$ cat config.mk
export PLATFORM = sky130hd
export DESIGN_NAME = cpu_presence_map
export DESIGN_NICKNAME = d
export VERILOG_FILES = /design/src/rtl/cpu_presence_pkg.sv /design/src/rtl/cpu_presence_decode.sv /design/src/rtl/cpu_presence_store.sv /design/src/rtl/cpu_presence_port.sv /design/src/rtl/cpu_presence_map.sv
export SDC_FILE = /design/constraint.sdc
export NUM_CORES = 1
export LEC_CHECK = 0
export ABC_CLOCK_PERIOD_IN_PS = 2200
export BUFFER_PORTS_ARGS = -buffer_cell sky130_fd_sc_hd__buf_2
export CORE_UTILIZATION = 41
export DETAILED_ROUTE_END_ITERATION = 16
export PLACE_DENSITY_LB_ADDON = 0.12
export SYNTH_ARGS = -nofsm -noshare
export SYNTH_HDL_FRONTEND = slang
export SYNTH_SLANG_ARGS = --single-unit
$ cat constraint.sdc
create_clock -name clk -period 2.2 [get_ports clk]
set_input_delay 0.11 -clock clk [delete_from_list [all_inputs] [get_ports clk]]
set_output_delay 0.11 -clock clk [all_outputs]
set_load 0.01 [all_outputs]
$ cat src/rtl/cpu_presence_pkg.sv
package cpu_presence_pkg;

    // Access width encoding on io_size
    typedef enum logic [1:0] {
        ACC_BYTE  = 2'd0,
        ACC_WORD  = 2'd1,
        ACC_DWORD = 2'd2,
        ACC_RSVD  = 2'd3
    } acc_size_e;

    // Decoded event as seen by the storage
    typedef struct packed {
        logic accepted;
        logic plug;
    } evt_cmd_t;

    localparam int unsigned BITS_PER_BYTE = 8;

endpackage

$ cat src/rtl/cpu_presence_decode.sv
module cpu_presence_decode
    import cpu_presence_pkg::*;
#(
    parameter int unsigned N_CPUS = 256,
    parameter int unsigned ID_W   = 9
) (
    input  logic              evt_valid,
    input  logic              evt_plug,
    input  logic [ID_W-1:0]   evt_id,
    output logic [N_CPUS-1:0] set_vec,
    output logic [N_CPUS-1:0] clr_vec,
    output evt_cmd_t          cmd
);
    localparam logic [ID_W:0] LIMIT = (ID_W+1)'(N_CPUS);

    always_comb begin
        cmd.accepted = evt_valid && ({1'b0, evt_id} < LIMIT);
        cmd.plug     = evt_plug;
    end

    for (genvar i = 0; i < N_CPUS; i++) begin : g_slot
        logic hit;
        assign hit        = cmd.accepted && (evt_id == ID_W'(i));
        assign set_vec[i] = hit &&  cmd.plug;
        assign clr_vec[i] = hit && !cmd.plug;
    end

endmodule

$ cat src/rtl/cpu_presence_store.sv
module cpu_presence_store #(
    parameter int unsigned N_CPUS = 256
) (
    input  logic              clk,
    input  logic              rst,
    input  logic [N_CPUS-1:0] init_vec,
    input  logic [N_CPUS-1:0] set_vec,
    input  logic [N_CPUS-1:0] clr_vec,
    output logic [N_CPUS-1:0] bits
);
    for (genvar i = 0; i < N_CPUS; i++) begin : g_bit
        always_ff @(posedge clk) begin
            if (rst)             bits[i] <= init_vec[i];
            else if (set_vec[i]) bits[i] <= 1'b1;
            else if (clr_vec[i]) bits[i] <= 1'b0;
        end
    end

    // set and clear never target the same slot
    a_r5_set_clr_exclusive: assert property (@(posedge clk) disable iff (rst)
        (set_vec & clr_vec) == '0);

endmodule

$ cat src/rtl/cpu_presence_port.sv
module cpu_presence_port
    import cpu_presence_pkg::*;
#(
    parameter int unsigned N_CPUS    = 256,
    parameter int unsigned ADDR_W    = 16,
    parameter logic [15:0] BASE_ADDR = 16'hAF00
) (
    input  logic              clk,
    input  logic              rst,
    input  logic              io_rd,
    input  logic [1:0]        io_size,
    input  logic [ADDR_W-1:0] io_addr,
    input  logic [N_CPUS-1:0] bits,
    output logic [7:0]        io_rdata
);
    localparam int unsigned N_BYTES = N_CPUS / BITS_PER_BYTE;
    localparam int unsigned OFF_W   = (N_BYTES > 1) ? $clog2(N_BYTES) : 1;
    localparam logic [ADDR_W:0] LO  = (ADDR_W+1)'(BASE_ADDR);
    localparam logic [ADDR_W:0] HI  = LO + (ADDR_W+1)'(N_BYTES);

    logic [7:0]        byte_arr [N_BYTES];
    logic [ADDR_W:0]   addr_ext;
    logic [ADDR_W:0]   off_full;
    logic [OFF_W-1:0]  off;
    logic              in_win;
    logic              serve;

    for (genvar n = 0; n < N_BYTES; n++) begin : g_byte
        assign byte_arr[n] = bits[n*BITS_PER_BYTE +: BITS_PER_BYTE];
    end

    always_comb begin
        addr_ext = {1'b0, io_addr};
        in_win   = (addr_ext >= LO) && (addr_ext < HI);
        off_full = addr_ext - LO;
        off      = off_full[OFF_W-1:0];
        serve    = io_rd && in_win && (acc_size_e'(io_size) == ACC_BYTE);
    end

    always_ff @(posedge clk) begin
        if (rst)        io_rdata <= '0;
        else if (serve) io_rdata <= byte_arr[off];
        else            io_rdata <= '0;
    end

    // reads outside the window return zero
    a_r3_outside_zero: assert property (@(posedge clk) disable iff (rst)
        (io_rd && !in_win) |=> (io_rdata == 8'h00));

    // wide accesses return zero
    a_r7_wide_zero: assert property (@(posedge clk) disable iff (rst)
        (io_rd && io_size != 2'd0) |=> (io_rdata == 8'h00));

    // a byte read returns the byte as it stood at the read edge
    a_r2_byte_read: assert property (@(posedge clk) disable iff (rst)
        serve |=> (io_rdata == $past(byte_arr[off])));

endmodule

$ cat src/rtl/cpu_presence_map.sv
module cpu_presence_map
    import cpu_presence_pkg::*;
#(
    parameter int unsigned N_CPUS    = 256,
    parameter int unsigned ID_W      = 9,
    parameter int unsigned ADDR_W    = 16,
    parameter logic [15:0] BASE_ADDR = 16'hAF00
) (
    input  logic              clk,
    input  logic              rst,
    input  logic [N_CPUS-1:0] init_present,
    input  logic              evt_valid,
    input  logic              evt_plug,
    input  logic [ID_W-1:0]   evt_id,
    input  logic              io_rd,
    input  logic              io_wr,
    input  logic [ADDR_W-1:0] io_addr,
    input  logic [1:0]        io_size,
    output logic [7:0]        io_rdata,
    output logic              gpe_cpu_set
);
    localparam int unsigned IDX_W = $clog2(N_CPUS);

    logic [N_CPUS-1:0] set_vec;
    logic [N_CPUS-1:0] clr_vec;
    logic [N_CPUS-1:0] bits;
    evt_cmd_t          cmd;

    cpu_presence_decode #(.N_CPUS(N_CPUS), .ID_W(ID_W)) u_decode (
        .evt_valid (evt_valid),
        .evt_plug  (evt_plug),
        .evt_id    (evt_id),
        .set_vec   (set_vec),
        .clr_vec   (clr_vec),
        .cmd       (cmd)
    );

    cpu_presence_store #(.N_CPUS(N_CPUS)) u_store (
        .clk      (clk),
        .rst      (rst),
        .init_vec (init_present),
        .set_vec  (set_vec),
        .clr_vec  (clr_vec),
        .bits     (bits)
    );

    cpu_presence_port #(
        .N_CPUS(N_CPUS), .ADDR_W(ADDR_W), .BASE_ADDR(BASE_ADDR)
    ) u_port (
        .clk      (clk),
        .rst      (rst),
        .io_rd    (io_rd),
        .io_size  (io_size),
        .io_addr  (io_addr),
        .bits     (bits),
        .io_rdata (io_rdata)
    );

    // Strobe leaves on the same edge that commits the bitmap update
    always_ff @(posedge clk) begin
        if (rst) gpe_cpu_set <= 1'b0;
        else     gpe_cpu_set <= cmd.accepted;
    end

    // plug sets the addressed bit
    a_r4_plug_sets: assert property (@(posedge clk) disable iff (rst)
        (evt_valid && evt_plug && ({1'b0, evt_id} < (ID_W+1)'(N_CPUS)))
        |=> bits[$past(evt_id[IDX_W-1:0])]);

    // unplug clears the addressed bit
    a_r5_unplug_clears: assert property (@(posedge clk) disable iff (rst)
        (evt_valid && !evt_plug && ({1'b0, evt_id} < (ID_W+1)'(N_CPUS)))
        |=> !bits[$past(evt_id[IDX_W-1:0])]);

    // strobe only follows an in-range event
    a_r6_strobe_cause: assert property (@(posedge clk) disable iff (rst)
        gpe_cpu_set |-> $past(evt_valid && ({1'b0, evt_id} < (ID_W+1)'(N_CPUS))));

    // out-of-range IDs leave everything quiet
    a_r8_range_quiet: assert property (@(posedge clk) disable iff (rst)
        (evt_valid && ({1'b0, evt_id} >= (ID_W+1)'(N_CPUS)))
        |=> ($stable(bits) && !gpe_cpu_set));

    // writes alone never alter the bitmap
    a_r9_write_inert: assert property (@(posedge clk) disable iff (rst)
        (io_wr && !evt_valid) |=> $stable(bits));

endmodule

Word level (Yosys, flattened, before mapping)
Index checks and enable logic that the tools add are counted.
{"block": "word_totals", "in_bits": 289, "ff_bits": 265, "output_inout_bits": 9, "wordCells": 2323}
{"block": "classes", "bitwise": 2, "muxes": 771, "n_lt_le_gt_ge": 4, "eq_ne": 255, "reduce_logical": 1032, "addsub": 1}
{"op": "9-bit by 8-bit equality test with 1-bit output (second input constant)", "count": 128}
{"op": "1-bit logical AND", "count": 772}
{"op": "1-bit 2-to-1 mux", "count": 768}
{"op": "3-bit nonzero test", "count": 256}
{"op": "9-bit by 7-bit equality test with 1-bit output (second input constant)", "count": 64}
{"op": "9-bit by 6-bit equality test with 1-bit output (second input constant)", "count": 32}
{"op": "9-bit by 5-bit equality test with 1-bit output (second input constant)", "count": 16}
{"op": "9-bit by 4-bit equality test with 1-bit output (second input constant)", "count": 8}
{"op": "8-bit binary-select mux with 5-bit select", "count": 1}
{"op": "9-bit by 3-bit equality test with 1-bit output (second input constant)", "count": 4}
{"op": "9-bit by 2-bit equality test with 1-bit output (second input constant)", "count": 2}
{"op": "16-bit greater-or-equal comparator (second input constant)", "count": 1}
{"op": "16-bit < comparator (second input constant)", "count": 1}
{"op": "8-bit 2-to-1 mux", "count": 2}
{"op": "9-bit by 1-bit equality test with 1-bit output (second input constant)", "count": 1}
{"op": "9-bit zero test", "count": 1}
{"op": "9-bit < comparator (second input constant)", "count": 1}
{"op": "6-bit greater-or-equal comparator (second input constant)", "count": 1}
{"op": "5-bit NOT with 6-bit output", "count": 1}
{"op": "5-bit by 1-bit subtractor with 5-bit output (second input constant)", "count": 1}
{"op": "2-bit zero test", "count": 1}
{"op": "2-bit OR reduction", "count": 1}
{"op": "1-bit zero test", "count": 1}
{"op": "1-bit NOT", "count": 1}

Logic depth before layout (Yosys ltp)
Gate-level depths: netlist of run 1.
{"block": "depth", "depth_word": 7, "ltp_mapped": 8, "mapped_depth_nobuf": 4}

By module
A second synthesis of run 1 with hierarchy kept.
{"block": "hier_totals", "hier_cells": 1833, "hier_area_um2": 20005.4}
{"module": "cpu_presence_store", "cells_per_inst": 825, "seq_area_each_um2": 7687.4, "n_inst": 1, "area_per_inst_um2": 12791.0}
{"module": "cpu_presence_decode", "cells_per_inst": 771, "seq_area_each_um2": 0.0, "n_inst": 1, "area_per_inst_um2": 4623.2}
{"module": "cpu_presence_port", "cells_per_inst": 235, "seq_area_each_um2": 160.2, "n_inst": 1, "area_per_inst_um2": 2557.5}
{"module": "cpu_presence_map", "cells_per_inst": 2, "seq_area_each_um2": 20.0, "n_inst": 1, "area_per_inst_um2": 33.8}

Worst setup path before layout of run 1
OpenSTA, ideal clock, no wires.
{"block": "synth_path", "path_kind": "input-to-reg", "from": "input evt_id[8]", "to": "register u_store.bits[102] (enable)", "stages": 6, "path_slack_ns": 0.461, "n_path_buf": 3, "setup_time_ns": 0.291, "t_required_ns": 1.909, "arrival_ns": 1.448, "cell_sequence": "nand2b_1 clkbuf_1 buf_1 nor3_1 clkbuf_1 a21o_1"}
{"block": "synth_via", "elab_chain_cells": 5, "word_cells_on_any_way": 7, "cone_classes": "order compare (1); eq/ne (1); reduce/logical (5)"}
{"element": "start: declaration", "line_no": "cpu_presence_map.sv:14", "rtl": "input logic [ID_W-1:0] evt_id,"}
{"element": "9-bit < comparator", "line_no": "cpu_presence_decode.sv:17", "rtl": "cmd.accepted = evt_valid && ({1'b0, evt_id} < LIMIT);"}
{"element": "1-bit logical AND", "line_no": "cpu_presence_decode.sv:17"}
{"element": "1-bit logical AND *", "line_no": "cpu_presence_decode.sv:23", "rtl": "assign hit = cmd.accepted && (evt_id == ID_W'(i));"}
{"element": "1-bit logical AND, on equally long branches", "line_no": "cpu_presence_decode.sv:24, cpu_presence_decode.sv:25"}
{"element": "3-bit nonzero test (no line) *"}
{"element": "end signal: indexed assignment", "line_no": "cpu_presence_store.sv:13", "rtl": "if (rst) bits[i] <= init_vec[i];"}
{"element": "end: declaration", "line_no": "cpu_presence_store.sv:9", "rtl": "output logic [N_CPUS-1:0] bits"}
Every way passes the cells marked *; elsewhere a longest branch is shown, timed or not.
A chain may end at the register's enable or synchronous reset.

Final worst setup path of run 1
{"block": "layout_path", "from": "input rst", "to": "register u_store.bits[240] (data pin)"}
{"block": "layout_via", "elab_chain_cells": 1}
{"element": "start: declaration", "line_no": "cpu_presence_map.sv:10", "rtl": "input logic rst,"}
{"element": "1-bit 2-to-1 mux", "line_no": "cpu_presence_store.sv:13"}
Every way passes these cells.

==> run metrics, run 1 <==
FILL cells 3144; die width between 150 and 200 um; all-layer global routing usage 32.6%; period utilization around 93%; number of global-route vias before repair 14.5k; path type of the worst setup path input pin to flip-flop; cell row count 70; share of layout cells above drive strength 1 about a quarter; per-cell routed wire length 25.2 um; Starting Density between 40% and 50%; CP most frequent cell dlygate4sd3_1; Cell Int Power a little over 10 mW; Final GP Congestion between 0.9 and 1; # setup viols final 0; Resize count post-CTS 0; metal3 WL 5610 um; # clock sinks 265; HPWL Detailed between 40000 and 50000 um; total power 13.6 mW; clock network fraction of design power 40.2%; first-pass GRT wire length ~92000 um; CP cell instances dlygate4sd3_1, buf_8, nor2b_1, buf_4, and2_1, a22o_1, dlygate4sd3_1; hold_buf cts about 260; Logic pwr share 15.2%; Area Growth Syn to Fin 39.1%; flops & latches, synth approximately 270; worst r2r dst u_port.io_rdata[6]; CP Launch Type input pin; htree depth 1; post-CTS setup repair buffer count 0; DR top layer met5; met2 wire length around 29000 um; Worst-Skew Late Latency about 0.57 ns; Die Ht 195 um; Avg Inst Size Synth 10.3 um2; sw frac 24.3%; critical path data arrival time 2.47 ns; Num CTS Buffers 30; Slew headroom 29.3%; Reg2Reg Depth 4; IO Pins 298; setup tns final 0 ns; Core Util, Final 58.2%; Final nets 2303; Leak 9.41 nW; routed via count 14.7k; number of DRC markers in iteration 0 1760; min Tclk post-route 2.04 ns; Flop pwr share approximately 45%; Routed WL 63200 um; Residual DRC 0; Buf/Inv on CP 4; HP Start io_addr[3]; post-synthesis cell count 1492; Clock Tree Buf Depth 3; maximum vdd ir drop 0.685 mV; Routed Antenna Nets 0; max-slew violations 0; CP max stage cell dlygate4sd3_1; launching point of the worst reg2reg path u_store.bits[6]; antenna violations before repair 1; CP max stage delay around 0.56 ns; core area 0.0367 mm2; post-synthesis sequential area ratio 51.3%; RSZ-0062 raised after global routing false; die area approximately 0.038 mm2; total gr overflow 0; Clk pin slew, worst setup/hold paths roughly 0.06 ns; worst-margin pin slew between 1 and 1.5 ns; largest net degree at the start of global routing 198; Worst Hold End u_port.io_rdata[5]; Distinct cells, synth 34; CTS root buffer clkbuf_16; worst path required time approximately 2.6 ns; TritonRoute pass-1 iters 7; skew final between 0.01 and 0.015 ns; mapped cell area 0.0153 mm2; Pwr Density between 600 and 700 mW/mm2; Largest delay share family, worst path buffers and inverters; Syn Nets around 1.8k; via count normalized by instance count 5.88; WHS Path Cells 4; port buffer count 296; flop2flop setup slack 0.65 ns; Max Freq approximately 500 MHz; M1 WL 26300 um; CTS tree done; status completed; Hold Fails Final Rpt 0; Crit Path Max Fanout 18; Yosys warnings 0; switching power total 3.31 mW; Setup crit end kind flip-flop; max cap viols 0; Hold Crit Class input pin to flip-flop
metal layers:
| layer | track usage, % | up-vias |
|---|---|---|
| li1 | - | 6564 |
| met5 | 0 | - |
| met3 | 4.15 | 118 |
| met4 | 11.8 | 2 |
| met1 | 45.8 | 7211 |
| met2 | 51.5 | 834 |
tightest hold or removal path, delay by kind of cell:
family	cells	cell delay, ns
AOI/OAI and AO/OA	1	0.13
buffers and inverters	1	0.15
and+or+nand+nor	2	0.21
metrics by stage:
step	cells	hold slack (ns)	setup WS, ns	instance area, um2
after floorplan	1492	0.301	0.461	15300
after global placement	2189	0.397	0.277	17700
after detailed placement	2189	0.395	0.264	17700
after CTS	2506	0.0641	0.163	21300
after global routing	2506	0.117	0.0986	21300
final	2507	0.0935	0.161	21300
state kept, by name, summed over array words and instances (netlist names):
| register | cells |
|---|---|
| gpe_cpu_set | 1 |
| u_port.io_rdata | 8 |
| u_store.bits | 256 |
Yosys cell counts:
library cell  instances  area, um2
a21o_1              230       1730
a22o_1               22        193
a22oi_1              42        315
and2_1                5       31.3
and3_1                1       6.26
buf_1                 4       15.0
buf_2                19       95.1
buf_4                 4       30.0
clkbuf_1            144        541
dfxtp_1               9        180
edfxtp_1            256       7690
mux2_2                4       45.0
mux2i_1              90        901
mux4_2               22        495
nand2_1             264        991
nand2_2               1       6.26
nand2b_1             12       75.1
nand3_1               5       25.0
nand4_1              26        163
nor2_1               21       78.8
nor2b_1               6       37.5
nor3_1               11       55.1
nor3_2                6       60.1
nor4_1                6       37.5
nor4_2                1       12.5
nor4_4                1       21.3
o2111ai_1             6       52.6
o21ai_0             234       1170
o21bai_1             26        195
or2_2                 6       37.5
or3_1                 5       31.3
or3b_2                1       8.76
or4b_1                1       10.0
or4b_4                1       13.8
cell type report:
| class | count | area (um2) | share of cell area [%] |
|---|---|---|---|
| flip-flops and latches | 265 | 7870 | 36.9 |
| multi-input cells | 1056 | 6850 | 32.1 |
| repair buffers | 661 | 4970 | 23.3 |
| clock buffers | 40 | 860 | 4.03 |
| well taps | 468 | 586 | 2.74 |
| clock inverters | 16 | 213 | 0.996 |
| diodes | 1 | 2.50 | 0.0117 |
cells by family after synthesis:
| family | after synthesis | share of synthesized area (%) |
|---|---|---|
| AOI/OAI and AO/OA | 560 | 23.8 |
| buffers and inverters | 171 | 4.44 |
| and+or+nand+nor | 380 | 11.1 |
| muxes | 116 | 9.39 |
| DFF | 265 | 51.3 |
power groups by stage:
stage | Clock (mW) | Sequential (mW) | Combinational, mW
after floorplan | 0 | 6.13 | 0.970
after global placement | 0 | 6.17 | 1.64
after detailed placement | 0 | 6.18 | 1.67
after CTS | 5.49 | 6.08 | 2.03
after global routing | 5.68 | 6.10 | 2.21
final | 5.48 | 6.08 | 2.06
placed cells by master (no fill, tap or decap), drive strengths merged, types with 2 or more instances in the layout:
master,netlist,layout
nor4,8,8
a22oi,42,42
nand2,265,265
a22o,22,22
nor2,21,21
o21bai,26,26
a21o,230,230
nor3,17,17
nand3,5,5
or2,6,6
or4b,2,2
o2111ai,6,6
dfxtp,9,9
nor2b,6,6
clkinv,0,9
mux4,22,22
nand4,26,26
buf,27,400
dlygate4sd3,0,261
nand2b,12,12
clkinvlp,0,2
and2,5,5
clkbuf,144,40
mux2i,90,90
bufinv,0,5
mux2,4,4
o21ai,234,234
edfxtp,256,256
or3,5,5
worst max path at each step:
stage	startpoint	endpoint	slack, ns	cells after the start
2_1_floorplan	evt_id[8]	u_store.bits[102]	0.46	6
3_3_place_gp	evt_id[2]	u_store.bits[232]	0.28	6
3_5_place_dp	evt_id[8]	u_store.bits[242]	0.26	6
4_1_cts	rst	u_store.bits[240]	0.16	7
5_1_grt	rst	u_store.bits[240]	0.1	7
6_report	rst	u_store.bits[240]	0.16	7
No activity file was read; power rests on OpenSTA's default activity.
==> inputs of run 2 (changes only) <==
- ABC_AREA: unset -> 1
- CTS_CLUSTER_SIZE: unset -> 28
==> run metrics, run 2 <==
area share of the largest cell type after synthesis 47.0%; post-synthesis cell count roughly 2.2k; path type of the worst setup path input pin to flip-flop; flops & latches, synth 265; all-layer global routing usage 30.0%; Routed Antenna Nets 0; Num CTS Buffers 31; worst path required time between 2 and 3 ns; FILL cells 3639; Multi-input gate area 0.00714 mm2; Top FF cell, synth edfxtp_1; Avg Inst Size Synth 7.58 um2; Worst-Skew Late Latency approximately 0.57 ns; IO Pins 298; Die Ht 202 um; Clock Tree Buf Depth 3; cell row count 72; Pwr Density 607 mW/mm2; mapped cell area 0.0163 mm2; biggest regs u_store.bits (256), u_port.io_rdata (8), gpe_cpu_set (1); RSZ-0062 raised after global routing false; most frequent cells after synthesis 896 x nand2_1, 256 x edfxtp_1, 254 x o21ai_0; setup tns final 0 ns; core area 0.0390 mm2; max cap viols 0; Crit Path Max Fanout 99; number of DRC markers in iteration 0 ~1.6k; period utilization 70.8%; number of global-route vias before repair ~16k; Hold Fails Final Rpt 0; htree depth 1; worst-margin pin slew approximately 0.76 ns; Leak 9.45 nW; Distinct cells, synth 29; Yosys warnings 0; share of layout cells above drive strength 1 18.0%; antenna violations before repair 1; maximum vdd ir drop 0.552 mV; die area slightly above 0.04 mm2; EDFF count, synth between 200 and 300; skew final 0.0198 ns; routed via count 16.9k; Final nets 2923; area leader, netlist edfxtp_1; port buffer count 296; Syn Nets 2446; Synth area leaders edfxtp_1 47%, nand2_1 21%, o21ai_0 7.8%; Post-synth ARST share 0%; Area Growth Syn to Fin 34.0%; total gr overflow 0; CP max stage cell dlygate4sd3_1; post-synthesis sequential area ratio 48.1%; per-cell routed wire length 19.7 um; largest net degree at the start of global routing 145; Setup crit end kind flip-flop; TritonRoute pass-1 iters 6; Slew headroom 49.3%; total power 13.3 mW; first-pass GRT wire length 93200 um; Sequential Area between 0.007 and 0.008 mm2; Clk pin slew, worst setup/hold paths 0.06 ns; # setup viols final 0; most frequent cells in the layout 895 x nand2_1, 294 x buf_2, 258 x dlygate4sd3_1, 256 x edfxtp_1, 254 x o21ai_0; Residual DRC 0; Hold Crit Class input pin to flip-flop; Top reg by flops u_store.bits; max-slew violations 0; critical path data arrival time 1.92 ns; HPWL Detailed 41500 um; CTS root buffer clkbuf_16; CTS tree done; CP cell instances dlygate4sd3_1, buf_6, inv_6, nand2_4, buf_12, o31ai_1; min Tclk post-route 1.56 ns; CP Launch Type input pin; most frequent cell after synthesis nand2_1; Starting Density a little over two fifths; status completed; # clock sinks approximately 270; via count normalized by instance count about 5.3; die width a little over 200 um; CP max stage delay 0.56 ns; Routed WL 62400 um; Max Freq 642 MHz; commonest non-fill, non-tap cell in the layout nand2_1; # diodes 0; max reg flops 256; Final GP Congestion 0.901
run 2: layout make-up:
class / instances / share of cell area [%]
flip-flops and latches: 265 / 35.9
multi-input cells: 1572 / 32.6
repair buffers: 618 / 21.5
clock buffers: 35 / 3.61
well taps: 518 / 2.96
inverters: 146 / 2.54
clock inverters: 21 / 0.789
run 2: cells by family (layout without fill, tap and decap cells):
family | Yosys count | after routing | share of synthesized area, %
buf+inv | 320 | 820 | 8.21
compound gates | 400 | 400 | 14.5
flops | 265 | 265 | 48.1
simple gates | 1172 | 1172 | 29.1
run 2: worst paths after layout:
path / start / endpoint / slack (ns) / cells after the start
max: rst / u_store.bits[197] / 0.64 / 6
min reg2reg: u_store.bits[222] / u_port.io_rdata[6] / 0.76 / 6
max reg2reg: u_store.bits[176] / u_port.io_rdata[0] / 0.82 / 8
min: evt_id[0] / u_store.bits[246] / 0.04 / 4
run 2: power by group:
group	leakage [nW]	switching, mW	internal [mW]
combinational	6.43	1.29	0.931
clock	0.479	2.10	2.90
sequential	2.54	0.0982	5.96
run 2: stage by stage:
step	cell area [um2]	std cells	utilization [%]	hold WS, ns	setup WS, ns
6_report	21900	3175	56.1	0.0384	0.642
5_1_grt	21900	3175	56.1	0.0400	0.628
4_1_cts	21900	3175	56.1	0.0190	0.763
3_5_place_dp	18400	2861	47.0	0.398	0.212
3_3_place_gp	18400	2861	47.0	0.392	0.199
2_1_floorplan	16300	2157	-	0.300	0.831
run 2: per-layer routing:
layer	GRT usage, %	share of wire [%]	wire [um]
met1	41.3	42	26300
met2	49.8	47	29500
met5	0	0.021	13
met3	3.16	7.4	4630
met4	9.15	3.1	1960
run 2: critical path, delay by kind of cell:
family,cells,cell delay (ns)
AND/OR/NAND/NOR,1,0.14
buffers and inverters,4,1.15
AO/OA/AOI/OAI,1,0.40
run 2: timing repair:
action | in CTS | in global routing
resized for setup | 0 | 0
hold endpoints to repair | 284 | 0
setup buffers | 0 | 0
hold buffers | 258 | 0
